<file path="src/rtl/i2cb_pkg.sv">
`timescale 1ns/1ps
package i2cb_pkg;
  localparam int unsigned FRAME_BITS = 8;
  localparam int unsigned EVT_W      = 4;
  localparam int unsigned EV_START   = 0;
  localparam int unsigned EV_STOP    = 1;
  localparam int unsigned EV_ACK     = 2;
  localparam int unsigned EV_NACK    = 3;

  // SDA hold-off in count-source cycles for a delay select code
  function automatic int unsigned sda_delay_cycles(input int unsigned sel);
    return (sel == 0) ? 0 : sel + 1;
  endfunction
endpackage

</file>
<file path="src/rtl/i2cb_sync.sv">
`timescale 1ns/1ps
module i2cb_sync (
  input  logic clk,
  input  logic rst_n,
  input  logic scl_i,
  input  logic sda_i,
  output logic scl_s,
  output logic sda_s,
  output logic scl_rise,
  output logic scl_fall,
  output logic start_det,
  output logic stop_det
);
  logic scl_m, scl_p, sda_m, sda_p;

  always_ff @(posedge clk or negedge rst_n) begin
    if (!rst_n) begin
      scl_m <= 1'b1; scl_s <= 1'b1; scl_p <= 1'b1;
      sda_m <= 1'b1; sda_s <= 1'b1; sda_p <= 1'b1;
    end else begin
      scl_m <= scl_i; scl_s <= scl_m; scl_p <= scl_s;
      sda_m <= sda_i; sda_s <= sda_m; sda_p <= sda_s;
    end
  end

  assign scl_rise  = scl_s & ~scl_p;
  assign scl_fall  = ~scl_s & scl_p;
  assign start_det = scl_s & scl_p & sda_p & ~sda_s;
  assign stop_det  = scl_s & scl_p & ~sda_p & sda_s;
endmodule

</file>
<file path="src/rtl/i2cb_sclgen.sv">
`timescale 1ns/1ps
module i2cb_sclgen #(
  parameter int unsigned DIV_W  = 8,
  parameter int unsigned NCLK   = 9
) (
  input  logic             clk,
  input  logic             rst_n,
  input  logic             start,
  input  logic             abort,
  input  logic [DIV_W-1:0] div_n,
  output logic             scl_low
);
  localparam int unsigned HP_LAST = 2 * NCLK;
  localparam int unsigned HP_W    = $clog2(HP_LAST + 1);

  logic [DIV_W-1:0] cnt;
  logic [HP_W-1:0]  hp;
  logic             run;

  always_ff @(posedge clk or negedge rst_n) begin
    if (!rst_n) begin
      cnt <= '0; hp <= '0; run <= 1'b0; scl_low <= 1'b0;
    end else if (abort) begin
      run <= 1'b0; scl_low <= 1'b0;
    end else if (start) begin
      run <= 1'b1; scl_low <= 1'b1; cnt <= '0; hp <= '0;
    end else if (run) begin
      if (cnt == div_n) begin
        cnt <= '0;
        hp  <= hp + 1'b1;
        if (hp == HP_W'(HP_LAST)) begin
          run     <= 1'b0;
          scl_low <= 1'b0;
        end else begin
          scl_low <= ~scl_low;
        end
      end else begin
        cnt <= cnt + 1'b1;
      end
    end
  end
endmodule

</file>
<file path="src/rtl/i2cb_sdadly.sv">
`timescale 1ns/1ps
module i2cb_sdadly
  import i2cb_pkg::*;
#(
  parameter int unsigned DLY_W = 3
) (
  input  logic             clk,
  input  logic             rst_n,
  input  logic             scl_s,
  input  logic             want,
  input  logic [DLY_W-1:0] dly_sel,
  output logic             sda_oe
);
  localparam int unsigned MAXD  = (1 << DLY_W);
  localparam int unsigned CNT_W = $clog2(MAXD + 1);

  logic [CNT_W-1:0] low_cnt;
  logic [CNT_W-1:0] need;

  assign need = CNT_W'(sda_delay_cycles(32'(dly_sel)));

  always_ff @(posedge clk or negedge rst_n) begin
    if (!rst_n) begin
      low_cnt <= '0;
      sda_oe  <= 1'b0;
    end else begin
      if (scl_s)                low_cnt <= '0;
      else if (low_cnt != '1)   low_cnt <= low_cnt + 1'b1;
      if (!scl_s && low_cnt >= need) sda_oe <= want;
    end
  end
endmodule

</file>
<file path="src/rtl/i2c_byte_engine.sv">
`timescale 1ns/1ps
module i2c_byte_engine
  import i2cb_pkg::*;
#(
  parameter int unsigned DIV_W = 8,
  parameter int unsigned DLY_W = 3
) (
  input  logic                  clk,
  input  logic                  rst_n,
  input  logic                  master_sel,
  input  logic                  tx_en,
  input  logic                  rx_en,
  input  logic [DIV_W-1:0]      div_n,
  input  logic [DLY_W-1:0]      dly_sel,
  input  logic                  abt_late,
  input  logic                  tb_wr,
  input  logic [FRAME_BITS-1:0] tb_data,
  output logic                  tb_empty,
  input  logic                  rb_rd,
  output logic [FRAME_BITS-1:0] rb_data,
  output logic                  rb_full,
  output logic                  ovr,
  output logic                  abt,
  output logic [EVT_W-1:0]      evt,
  output logic                  irq,
  input  logic                  scl_i,
  input  logic                  sda_i,
  output logic                  scl_oe,
  output logic                  sda_oe
);
  localparam int unsigned BC_W = $clog2(FRAME_BITS + 1);

  // named internal events (also seen by the checker)
  logic scl_s, sda_s, scl_rise, scl_fall, start_det, stop_det;
  logic go, lose_now;

  logic [FRAME_BITS-1:0] tb_q, sh, rx_sh;
  logic [BC_W-1:0]       bit_cnt;
  logic tb_full, active, armed, want, lost, ovr_byte, abt_pend, rxm, msm;

  i2cb_sync u_sync (
    .clk(clk), .rst_n(rst_n), .scl_i(scl_i), .sda_i(sda_i),
    .scl_s(scl_s), .sda_s(sda_s), .scl_rise(scl_rise), .scl_fall(scl_fall),
    .start_det(start_det), .stop_det(stop_det)
  );

  assign go       = !active && tx_en && tb_full;
  assign lose_now = active && scl_rise && msm && !rxm && !lost &&
                    (bit_cnt < BC_W'(FRAME_BITS)) && !want && !sda_s;

  i2cb_sclgen #(.DIV_W(DIV_W), .NCLK(FRAME_BITS + 1)) u_scl (
    .clk(clk), .rst_n(rst_n), .start(go && master_sel), .abort(lose_now),
    .div_n(div_n), .scl_low(scl_oe)
  );

  i2cb_sdadly #(.DLY_W(DLY_W)) u_dly (
    .clk(clk), .rst_n(rst_n), .scl_s(scl_s), .want(want),
    .dly_sel(dly_sel), .sda_oe(sda_oe)
  );

  assign tb_empty = !tb_full;
  assign irq      = |evt;

  always_ff @(posedge clk or negedge rst_n) begin
    if (!rst_n) begin
      tb_q <= '0; sh <= '0; rx_sh <= '0; rb_data <= '0; bit_cnt <= '0;
      tb_full <= 1'b0; active <= 1'b0; armed <= 1'b0; want <= 1'b0;
      lost <= 1'b0; ovr_byte <= 1'b0; abt_pend <= 1'b0; rxm <= 1'b0;
      msm <= 1'b0; rb_full <= 1'b0; ovr <= 1'b0; abt <= 1'b0; evt <= '0;
    end else begin
      evt <= '0;
      evt[EV_START] <= start_det;
      evt[EV_STOP]  <= stop_det;
      if (rb_rd) begin
        rb_full <= 1'b0;
        ovr     <= 1'b0;
      end
      if (go) tb_full <= 1'b0;
      if (tb_wr) begin
        tb_q    <= tb_data;
        tb_full <= 1'b1;
      end
      if (go) begin
        active <= 1'b1; armed <= 1'b0; sh <= tb_q; bit_cnt <= '0;
        want <= ~tb_q[FRAME_BITS-1]; lost <= 1'b0; ovr_byte <= 1'b0;
        abt <= 1'b0; abt_pend <= 1'b0; rxm <= rx_en; msm <= master_sel;
      end else if (active) begin
        if (scl_rise) begin
          armed <= 1'b1;
          if (bit_cnt < BC_W'(FRAME_BITS)) begin
            rx_sh <= {rx_sh[FRAME_BITS-2:0], sda_s};
            if (lose_now) begin
              lost <= 1'b1;
              want <= 1'b0;
              if (abt_late) abt_pend <= 1'b1;
              else          abt      <= 1'b1;
            end
            if (bit_cnt == BC_W'(FRAME_BITS - 1) && rxm && rb_full) begin
              ovr      <= 1'b1;
              ovr_byte <= 1'b1;
            end
          end else begin
            if (!ovr_byte) begin
              evt[EV_ACK]  <= !sda_s;
              evt[EV_NACK] <= sda_s;
            end
            if (rxm) begin
              rb_data <= rx_sh;
              rb_full <= 1'b1;
            end
          end
        end
        if (scl_fall && armed) begin
          if (abt_pend) begin
            abt      <= 1'b1;
            abt_pend <= 1'b0;
          end
          if (bit_cnt == BC_W'(FRAME_BITS)) begin
            active <= 1'b0;
            want   <= 1'b0;
          end else begin
            bit_cnt <= bit_cnt + 1'b1;
            sh      <= {sh[FRAME_BITS-2:0], 1'b0};
            if (lost)                                   want <= 1'b0;
            else if (bit_cnt == BC_W'(FRAME_BITS - 1))  want <= rxm;
            else                                        want <= ~sh[FRAME_BITS-2];
          end
        end
      end
    end
  end
endmodule

</file>
<file path="config.mk">
export PLATFORM = sky130hd
export DESIGN_NAME = i2c_byte_engine
export DESIGN_NICKNAME = d
export VERILOG_FILES = /design/src/rtl/i2cb_pkg.sv /design/src/rtl/i2cb_sync.sv /design/src/rtl/i2cb_sclgen.sv /design/src/rtl/i2cb_sdadly.sv /design/src/rtl/i2c_byte_engine.sv
export SDC_FILE = /design/constraint.sdc
export NUM_CORES = 1
export LEC_CHECK = 0
export ABC_AREA = 1
export BUFFER_PORTS_ARGS = -buffer_cell sky130_fd_sc_hd__buf_2
export CORE_ASPECT_RATIO = 0.8
export CORE_MARGIN = 3
export CORE_UTILIZATION = 60
export CTS_CLUSTER_SIZE = 20
export DETAILED_ROUTE_END_ITERATION = 12
export PLACE_DENSITY = 0.93
export SKIP_LAST_GASP = 1
export SLEW_MARGIN = 0
export SYNTH_ARGS = -nofsm -noshare
export SYNTH_HDL_FRONTEND = slang
export SYNTH_HIERARCHICAL = 1
export SYNTH_SLANG_ARGS = --single-unit
</file>
<file path="constraint.sdc">
create_clock -name clk -period 3.69 [get_ports clk]
set_input_delay 0.5535 -clock clk [delete_from_list [all_inputs] [get_ports clk]]
set_output_delay 0.5535 -clock clk [all_outputs]
set_load 0.05 [all_outputs]
</file>
Yosys cells after proc, flatten, opt, wreduce, memory -nomap -nowiden. Cells that the tools add are included.

Add/sub/neg operators: 5. Magnitude comparators: 2. Equality and inequality tests: 6. Muxes and demuxes: 88. Bitwise logic cells: 17. Reductions and logical operators: 48.

Operators with widths (number): 2-to-1 mux 1 bit (66); 2-to-1 mux 4 bit (7); 2-to-1 mux 7 bit (4); 2-to-1 mux 8 bit (3); nonzero test 2 bit (10); AND reduction 4 bit (4); 2-to-1 mux 5 bit (3); nonzero test 3 bit (5); logical AND 1 bit (14); 2-to-1 mux 2 bit (5); inverter 1 bit (10); adder 4 x 1 -> 4 bit (second input constant) (2); adder 8 x 1 -> 8 bit (second input constant) (1); equality test 8 bit (1); AND 1 bit (7); zero test 1 bit (7); AND reduction 2 bit (3); AND reduction 3 bit (2); adder 5 x 1 -> 5 bit (second input constant) (1); equality test 5 bit (second input constant) (1); AND reduction 5 bit (1); adder 3 x 1 -> 4 bit (second input constant) (1); equality test 4 x 3 -> 1 bit (second input constant) (1); equality test 4 bit (second input constant) (1); other kinds (6) (6).

Register bits: 77. Input bits: 29. Word-level logic and storage cells: 196.

Logic depth before layout (Yosys ltp). Gate-level depths: netlist (run 1).

Depth after elaboration: 16. Gate-level depth with buffers: 12.

Hierarchy. Netlist (run 1), hierarchy kept.

By module, submodules not included: i2c_byte_engine (instances 1, cells an instance 250, area each 2232.1 um^2, sequential area each 1276.2 um^2); i2cb_sclgen (instances 1, cells an instance 160, area each 1074.8 um^2, sequential area each 375.4 um^2); i2cb_sdadly (instances 1, cells an instance 50, area each 402.9 um^2, sequential area each 125.1 um^2); i2cb_sync (instances 1, cells an instance 17, area each 198.9 um^2, sequential area each 157.7 um^2).

Worst setup path after synthesis (run 1). Ideal clock, no wire load.

Path type: flip-flop to output port. From: reg evt[1]. To: out irq. Data arrival time: 1.374 ns. Slack: 1.762 ns. Cell stages (with the launch flop): 2. Buffers on the path: 0. Cells stage by stage: dfrtp_1 or4_1.

Word-level cells in the longest chain between the ends: 1.

Ends and longest elaborated chain: start, declared (RTL line i2c_byte_engine.sv:24) `output logic [EVT_W-1:0] evt,`; start signal, assigned by index (RTL line i2c_byte_engine.sv:72) `evt[EV_START] <= start_det;`; start signal, assigned by index (RTL line i2c_byte_engine.sv:73) `evt[EV_STOP] <= stop_det;`; start signal, assigned by index (RTL line i2c_byte_engine.sv:104) `evt[EV_ACK] <= !sda_s;`; OR reduction 4 bit (RTL line i2c_byte_engine.sv:62) `assign irq = |evt;`; end, declared (RTL line i2c_byte_engine.sv:25) `output logic irq,`.

Every way passes these cells.

Final worst setup path (run 1).
From: reg active. To: reg u_scl.cnt[4].

Word-level cells in the longest chain between the ends: 9. Elaborated cells between the ends (all ways): 15. Classes of those cells: 1 x mux; 1 x bitwise; 13 x reduce/logical.

Ends and longest elaborated chain: start, declared (RTL line i2c_byte_engine.sv:39) `logic tb_full, active, armed, want, lost, ovr_byte, abt_pend, rxm, msm;`; start signal, assigned (RTL line i2c_byte_engine.sv:67) `tb_full <= 1'b0; active <= 1'b0; armed <= 1'b0; want <= 1'b0;`; start signal, assigned (RTL line i2c_byte_engine.sv:84) `active <= 1'b1; armed <= 1'b0; sh <= tb_q; bit_cnt <= '0;`; start signal, assigned (RTL line i2c_byte_engine.sv:119) `active <= 1'b0;`; logical AND 1 bit (5 in a row) (RTL line i2c_byte_engine.sv:48) `assign lose_now = active && scl_rise && msm && !rxm && !lost &&`; logical AND 1 bit (2 in a row) (RTL line i2c_byte_engine.sv:49) `(bit_cnt < BC_W'(FRAME_BITS)) && !want && !sda_s;`; inverter 1 bit (no source line); AND reduction 2 bit (no source line); end signal, assigned (RTL line i2cb_sclgen.sv:38) `cnt <= cnt + 1'b1;`; end, declared (RTL line i2cb_sclgen.sv:16) `logic [DIV_W-1:0] cnt;`.

Several ways; a longest one is shown, not always the timed one. A chain may end at the register's enable or synchronous reset.

==> results.txt, run 1 <==
Run status - finished clean
P_leak - 2.40 nW
Register area - 0.00193 mm2
Worst hold endpoint - u_sync/sda_m$_DFF_PN1_
Post-synth top flop - dfrtp_1
Deepest clock path buffer count - 2
Startpoint types - register
GRT Total Usage - 0.224
Starting Density - 0.641
Most used routing layer - met2
Clock slew at reported path FFs - 70 ps
Total gr overflow - 0
DP Worst Slack - 1360 ps
Area taken by multi-input logic gates - 0.00162 mm2
Setup WS post-layout - 1430 ps
Avg Vias per Cell - 5.22
Fmax - 0.442 GHz
Nets - 565
Top cells by count, synth - nand2_1, dfrtp_1, inv_1, o21ai_0, nor2_1
Flop2flop setup slack - 1430 ps
Total power - 0.00294 W
Antenna viol nets, final - 0
Post-Route WL - 7.61 mm
Worst Max-Slew Pin Slew - 918 ps
Met1 usage - 0.293
Sequential fraction of the synthesis area - 0.495
Yosys cell types - 39
Floorplan die height - 78.2 um
Antenna diode count - 0
Syn Nets - 518
Synth top area share - 0.455
H-Tree Depth - 3
# rows - 25
Largest area contributor in the netlist - dfrtp_1
Fillers - 471
Dpl hpwl - 5.62 mm
Hold Path Origin - sda_i
Vias in the first global route - 3,018
DIE WIDTH - 96.2 um
First-pass GRT wire length - 13.1 mm
Residual DRC - 0
Final Cycle Share - 0.613
Max-slew headroom - 0.388
Number of setup violations in the final report - 0
Post-synthesis async set-or-reset flop share - 1.00
Largest net degree at the start of global routing - 78
Final Slew Violations - 0
Worst path slowest cell - dfrtp_1
Crit path largest cell delay - 430 ps
Hold_ws - 297 ps
Via Count - 3,184
R2R cell count - 9
Port buffer count - 47
Critical path required time - 3970 ps
Layout cells sized above 1 - 0.187
WP data arrival - 2540 ps
Setup_tns - 0 ps
WHS Path Cells - 1
Placeable Area - 0.00610 mm2
Inserted Clock Buffers - 9
Max-cap viol count - 0
Syn Inst Count - 477
Synthesized flop and latch total - 77
Crit Path Class - reg2reg
Peak supply drop - 0.469 mV
Drt wl/cell - 12.5 um
EDFF count, synth - 0
Placed insts - 594
Final hold vios - 0
Die Area - 0.00753 mm2
Postcts setup bufs - 0
Final setup skew - 9.20 ps
Fin cells - 610
Post-Syn Area - 0.00391 mm2
Worst-path fanout max - 28
Critical Path, Cell by Cell - inv_2, nand3_4, nor2_1, nor2_1, nor2_4, nand3_1, o21ai_0, o21ai_0, a21oi_1
Worst-skew pair later-pin latency - 360 ps
CTS root buf - clkbuf_8
Met3 GRT Util - 0.0680
First-pass DRT Iterations - 4
R2r startpoint - active$_DFF_PN0_
RSZ-0062 raised after global routing - no
RR Endpoint - u_scl/cnt[4]$_DFFE_PN0P_
Post-Syn Area per Cell - 8.19 um2
Area grow syn2layout - 11.9%
Starting DRT DRC Count - 223
Top-count cell post-synth - nand2_1
# IOs - 48
Post-cts resize count - 0
Initial antenna violation count - 0
Crit end category - register
Routability cong. - 0.825
Dominant cells by area after synthesis - dfrtp_1, nand2_1, inv_1, dfstp_2, o21ai_0
Fin crit period - 2260 ps
Met2 usage - 0.346
Synth warn - 6
Hold Crit Class - in2reg
Pwr dens - 673 mW/mm2
Cts-stage hold buffer count - 0
Clock Sinks - 77
CTS tree - done
==> cells by family after synthesis <==
family | Yosys count | share of synthesized area
flip-flops | 77 | 0.495
AND/OR/NAND/NOR | 229 | 0.262
buffers and inverters | 86 | 0.0909
adder cells (fa/ha/maj) | 12 | 0.0384
AO/OA/AOI/OAI | 62 | 0.0887
XOR/XNOR | 10 | 0.0224
multiplexers | 1 | 0.00288
==> registers in the layout (all words and copies together) (netlist names), 4 cells and up <==
signal         count
u_scl/cnt          8
sh                 7
bit_cnt            4
rx_sh              8
u_scl/hp           5
tb_q               8
u_dly/low_cnt      4
rb_data            8
evt                4
==> worst max-delay path by stage <==
stage                     startpoint                  endpoint  depth (start not counted)
detailed placement             tx_en  u_scl/cnt[4]$_DFFE_PN0P_                          9
floorplan           evt[1]$_DFF_PN0_                       irq                          1
finish              active$_DFF_PN0_  u_scl/cnt[4]$_DFFE_PN0P_                          9
global placement               tx_en  u_scl/cnt[4]$_DFFE_PN0P_                          9
global route        active$_DFF_PN0_  u_scl/cnt[4]$_DFFE_PN0P_                          9
CTS                 active$_DFF_PN0_  u_scl/cnt[4]$_DFFE_PN0P_                          9
==> layer usage <==
layer  part of all wire  wire length [um]
met1               0.45              3450
met2               0.47              3560
met3              0.055               422
met4              0.023               174
met5                  0                 0
==> layout by cell type, fill, tap and decap left out, types with 6 or more instances in the layout <==
master    instances
inv_1            67
dfrtp_1          71
inv_2             7
dfstp_2           6
ha_1             12
buf_2            46
xor2_1            6
nand2_1         156
nand3_1          19
o21ai_1           8
nand4_1          13
a21oi_1          12
clkbuf_8         10
nor2_1           20
o21ai_0          31
==> power breakdown <==
part	internal (W)	total, W	leakage (nW)	switching, W
registers	0.00107	0.00125	0.977	0.000179
clock network	0.000329	0.000629	0.106	0.000300
logic	0.000310	0.00106	1.32	0.000754
==> critical path: cells and delay by family, from the launching register on <==
family          cells  cell delay, ps
compound gates      3             390
simple gates        5            1230
flops               1             430
buf+inv             1             120
==> cell type report <==
| cell class | count | share of cell area |
|---|---|---|
| Clock inverter | 6 | 0.0143 |
| Timing Repair Buffer | 47 | 0.0543 |
| Tap cell | 81 | 0.0232 |
| Sequential cell | 77 | 0.442 |
| Inverter | 75 | 0.0644 |
| Clock buffer | 10 | 0.0315 |
| Multi-Input combinational cell | 314 | 0.370 |
==> per-stage QoR <==
step           instance area (um2)  utilization
6_report                      4370        0.717
5_1_grt                       4370        0.717
4_1_cts                       4370        0.717
3_5_place_dp                  4170        0.684
3_3_place_gp                  4170        0.684
2_1_floorplan                 3910            -
No activity file was read; power rests on OpenSTA's default activity.
==> inputs of run 2 (changes only) <==
--- a/config.mk
+++ b/config.mk
@@ -9,10 +9,10 @@
 export BUFFER_PORTS_ARGS = -buffer_cell sky130_fd_sc_hd__buf_2
 export CORE_ASPECT_RATIO = 0.8
 export CORE_MARGIN = 3
-export CORE_UTILIZATION = 60
+export CORE_UTILIZATION = 52
 export CTS_CLUSTER_SIZE = 20
 export DETAILED_ROUTE_END_ITERATION = 12
-export PLACE_DENSITY = 0.93
+export PLACE_DENSITY = 0.86
 export SKIP_LAST_GASP = 1
 export SLEW_MARGIN = 0
 export SYNTH_ARGS = -nofsm -noshare
==> constraint.sdc (replaced) <==
create_clock -name clk -period 2.05 [get_ports clk]
set_input_delay 0.3075 -clock clk [delete_from_list [all_inputs] [get_ports clk]]
set_output_delay 0.3075 -clock clk [all_outputs]
set_load 0.05 [all_outputs]
==> results.txt, run 2 (synthesis results as in run 1) <==
Final Slew Violations - 0 (unchanged)
Commonest non-fill, non-tap cells in the layout - nand2_1, dfrtp_1, inv_1, buf_2, o21ai_0
Clock slew at reported path FFs - 80 ps (about the same)
Worst path slowest cell - dfstp_2
Total gr overflow - 0 (unchanged)
Setup WS post-layout - 205 ps (-1220 ps)
Drt wl/cell - 12.5 um (-0.17%)
Max-slew headroom - 0.688 (+0.300)
Most common cell after layout, fill and taps aside - nand2_1
GRT Total Usage - 0.194 (-0.0293)
Residual DRC - 0 (unchanged)
Port buffer count - 47 (unchanged)
P_leak - 2.44 nW (+1.3%)
Layout cells sized above 1 - 0.196 (+0.00875)
Inserted Clock Buffers - 9 (unchanged)
Post-Route WL - 7.76 mm (+2.0%)
Worst Max-Slew Pin Slew - 468 ps (-450 ps)
Initial antenna violation count - 0 (unchanged)
First-pass GRT wire length - 13.4 mm (+2.0%)
# rows - 27 (+8.0%)
Final Cycle Share - 0.900 (+0.287)
Fmax - 0.542 GHz (+23%)
Hold Crit Class - in2reg
Critical Path, Cell by Cell - inv_1, nor2_1, nand2_1, nor2_2, nand2_1, inv_2, nor2_4, buf_12, nand3_1, xor2_1, a21oi_1
Via Count - 3,202 (+0.57%)
RSZ-0062 raised after global routing - no
Hold Path Origin - sda_i
Final setup skew - 10.9 ps (+1.66 ps)
Hold_ws - 48.0 ps (-249 ps)
Max-cap viol count - 0 (unchanged)
DIE WIDTH - 103 um (+7.0%)
Starting DRT DRC Count - 149 (-33%)
Antenna diode count - 0 (unchanged)
Die Area - 0.00860 mm2 (+14%)
Crit path largest cell delay - 590 ps (+160 ps)
WP data arrival - 2080 ps (-460 ps)
Cell family with most CP delay - flip-flops
Setup_tns - 0 ps (unchanged)
Run status - finished clean
Worst-skew pair later-pin latency - 360 ps (about the same)
Post-cts resize count - 0 (unchanged)
CTS root buf - clkbuf_8
Crit end category - register
Starting Density - 0.551 (-0.0899)
Pwr dens - 1220 mW/mm2 (+81%)
Routability cong. - 0.862 (+4.5%)
Floorplan die height - 83.5 um (+6.8%)
Largest net degree at the start of global routing - 43 (-45%)
Avg Vias per Cell - 5.14 (-1.5%)
Placeable Area - 0.00709 mm2 (+16%)
Worst path most repeated cell - nand2_1
Dpl hpwl - 5.65 mm (+0.45%)
Area grow syn2layout - 14.2%
H-Tree Depth - 3 (unchanged)
CTS tree - done
CP startpoint - u_sync/scl_s$_DFF_PN1_
Placed insts - 604 (+1.7%)
Worst-path fanout max - 9 (-68%)
Peak supply drop - 0.502 mV (+7.1%)
# IOs - 48 (unchanged)
Final hold vios - 0 (unchanged)
Fin cells - 623 (+2.1%)
Buf/Inv on CP - 3 (+2)
R2r startpoint - u_sync/scl_s$_DFF_PN1_
First-pass DRT Iterations - 5 (+1)
Deepest clock path buffer count - 2 (unchanged)
DP Worst Slack - 226 ps (-1130 ps)
Nets - 572 (+1.2%)
Antenna viol nets, final - 0 (unchanged)
Vias in the first global route - 3,061 (+1.4%)
Startpoint types - register
Number of setup violations in the final report - 0 (unchanged)
Critical path required time - 2280 ps (-1690 ps)
Clock Sinks - 77 (unchanged)
Fin util - 0.629 (-0.0877)
Fin crit period - 1840 ps (-416 ps)
Crit Path Class - reg2reg
run 2: cell count changes in the layout (fill, tap and decap cells not counted), sizes merged:
cell         delta
inv             +4
clkinv          -5
clkbuf          -1
clkinvlp        +2
buf             +6
dlygate4sd3     +1
run 2: power breakdown:
group | total, W | leakage [nW] | internal (W) | switching, W
logic | 0.00202 | 1.36 | 0.000645 | 0.00138
registers | 0.00223 | 0.977 | 0.00193 | 0.000303
clock network | 0.00118 | 0.0973 | 0.000579 | 0.000597
run 2: through the flow:
stage / instance area, um2 / power (W)
after floorplan: 3910 / 0.00376
after global placement: 4220 / 0.00410
after detailed placement: 4220 / 0.00420
after CTS: 4440 / 0.00539
after global routing: 4470 / 0.00583
final: 4470 / 0.00543
run 2: path summary, 6_finish.rpt:
kind / endpoint / slack, ps / cells past startpoint
min in group asynchronous: rb_data[6]$_DFFE_PN0P_ / 430 / 2
max in group asynchronous: u_scl/hp[1]$_DFFE_PN0P_ / 1030 / 3
worst max-delay path: u_scl/cnt[7]$_DFFE_PN0P_ / 210 / 11
worst max register to register: u_scl/cnt[7]$_DFFE_PN0P_ / 210 / 11
worst min-delay path: u_sync/sda_m$_DFF_PN1_ / 50 / 1
worst min register to register: u_sync/scl_s$_DFF_PN1_ / 360 / 0
run 2: final cells by class:
cell class / instances / area, um2
clock inverter: 7 / 80.1
clock buffer: 9 / 124
multi-input combinational: 314 / 1620
timing repair buffer: 54 / 318
sequential: 77 / 1930
fill: 591 / 2630
inverter: 75 / 282
tap: 87 / 109
run 2: what timing repair did:
action / in CTS / in global routing
setup endpoints to repair: 0 / 1
hold buffers: 1 / 0
setup buffers: 0 / 2
hold endpoints to repair: 29 / 0
run 2: per-layer routing:
metal	part of all wire	vias to the layer above	GRT usage
li1	-	1608	-
met1	0.43	1471	0.257
met2	0.48	104	0.303
met3	0.067	19	0.0551
met4	0.022	0	0.0718
met5	0	-	0
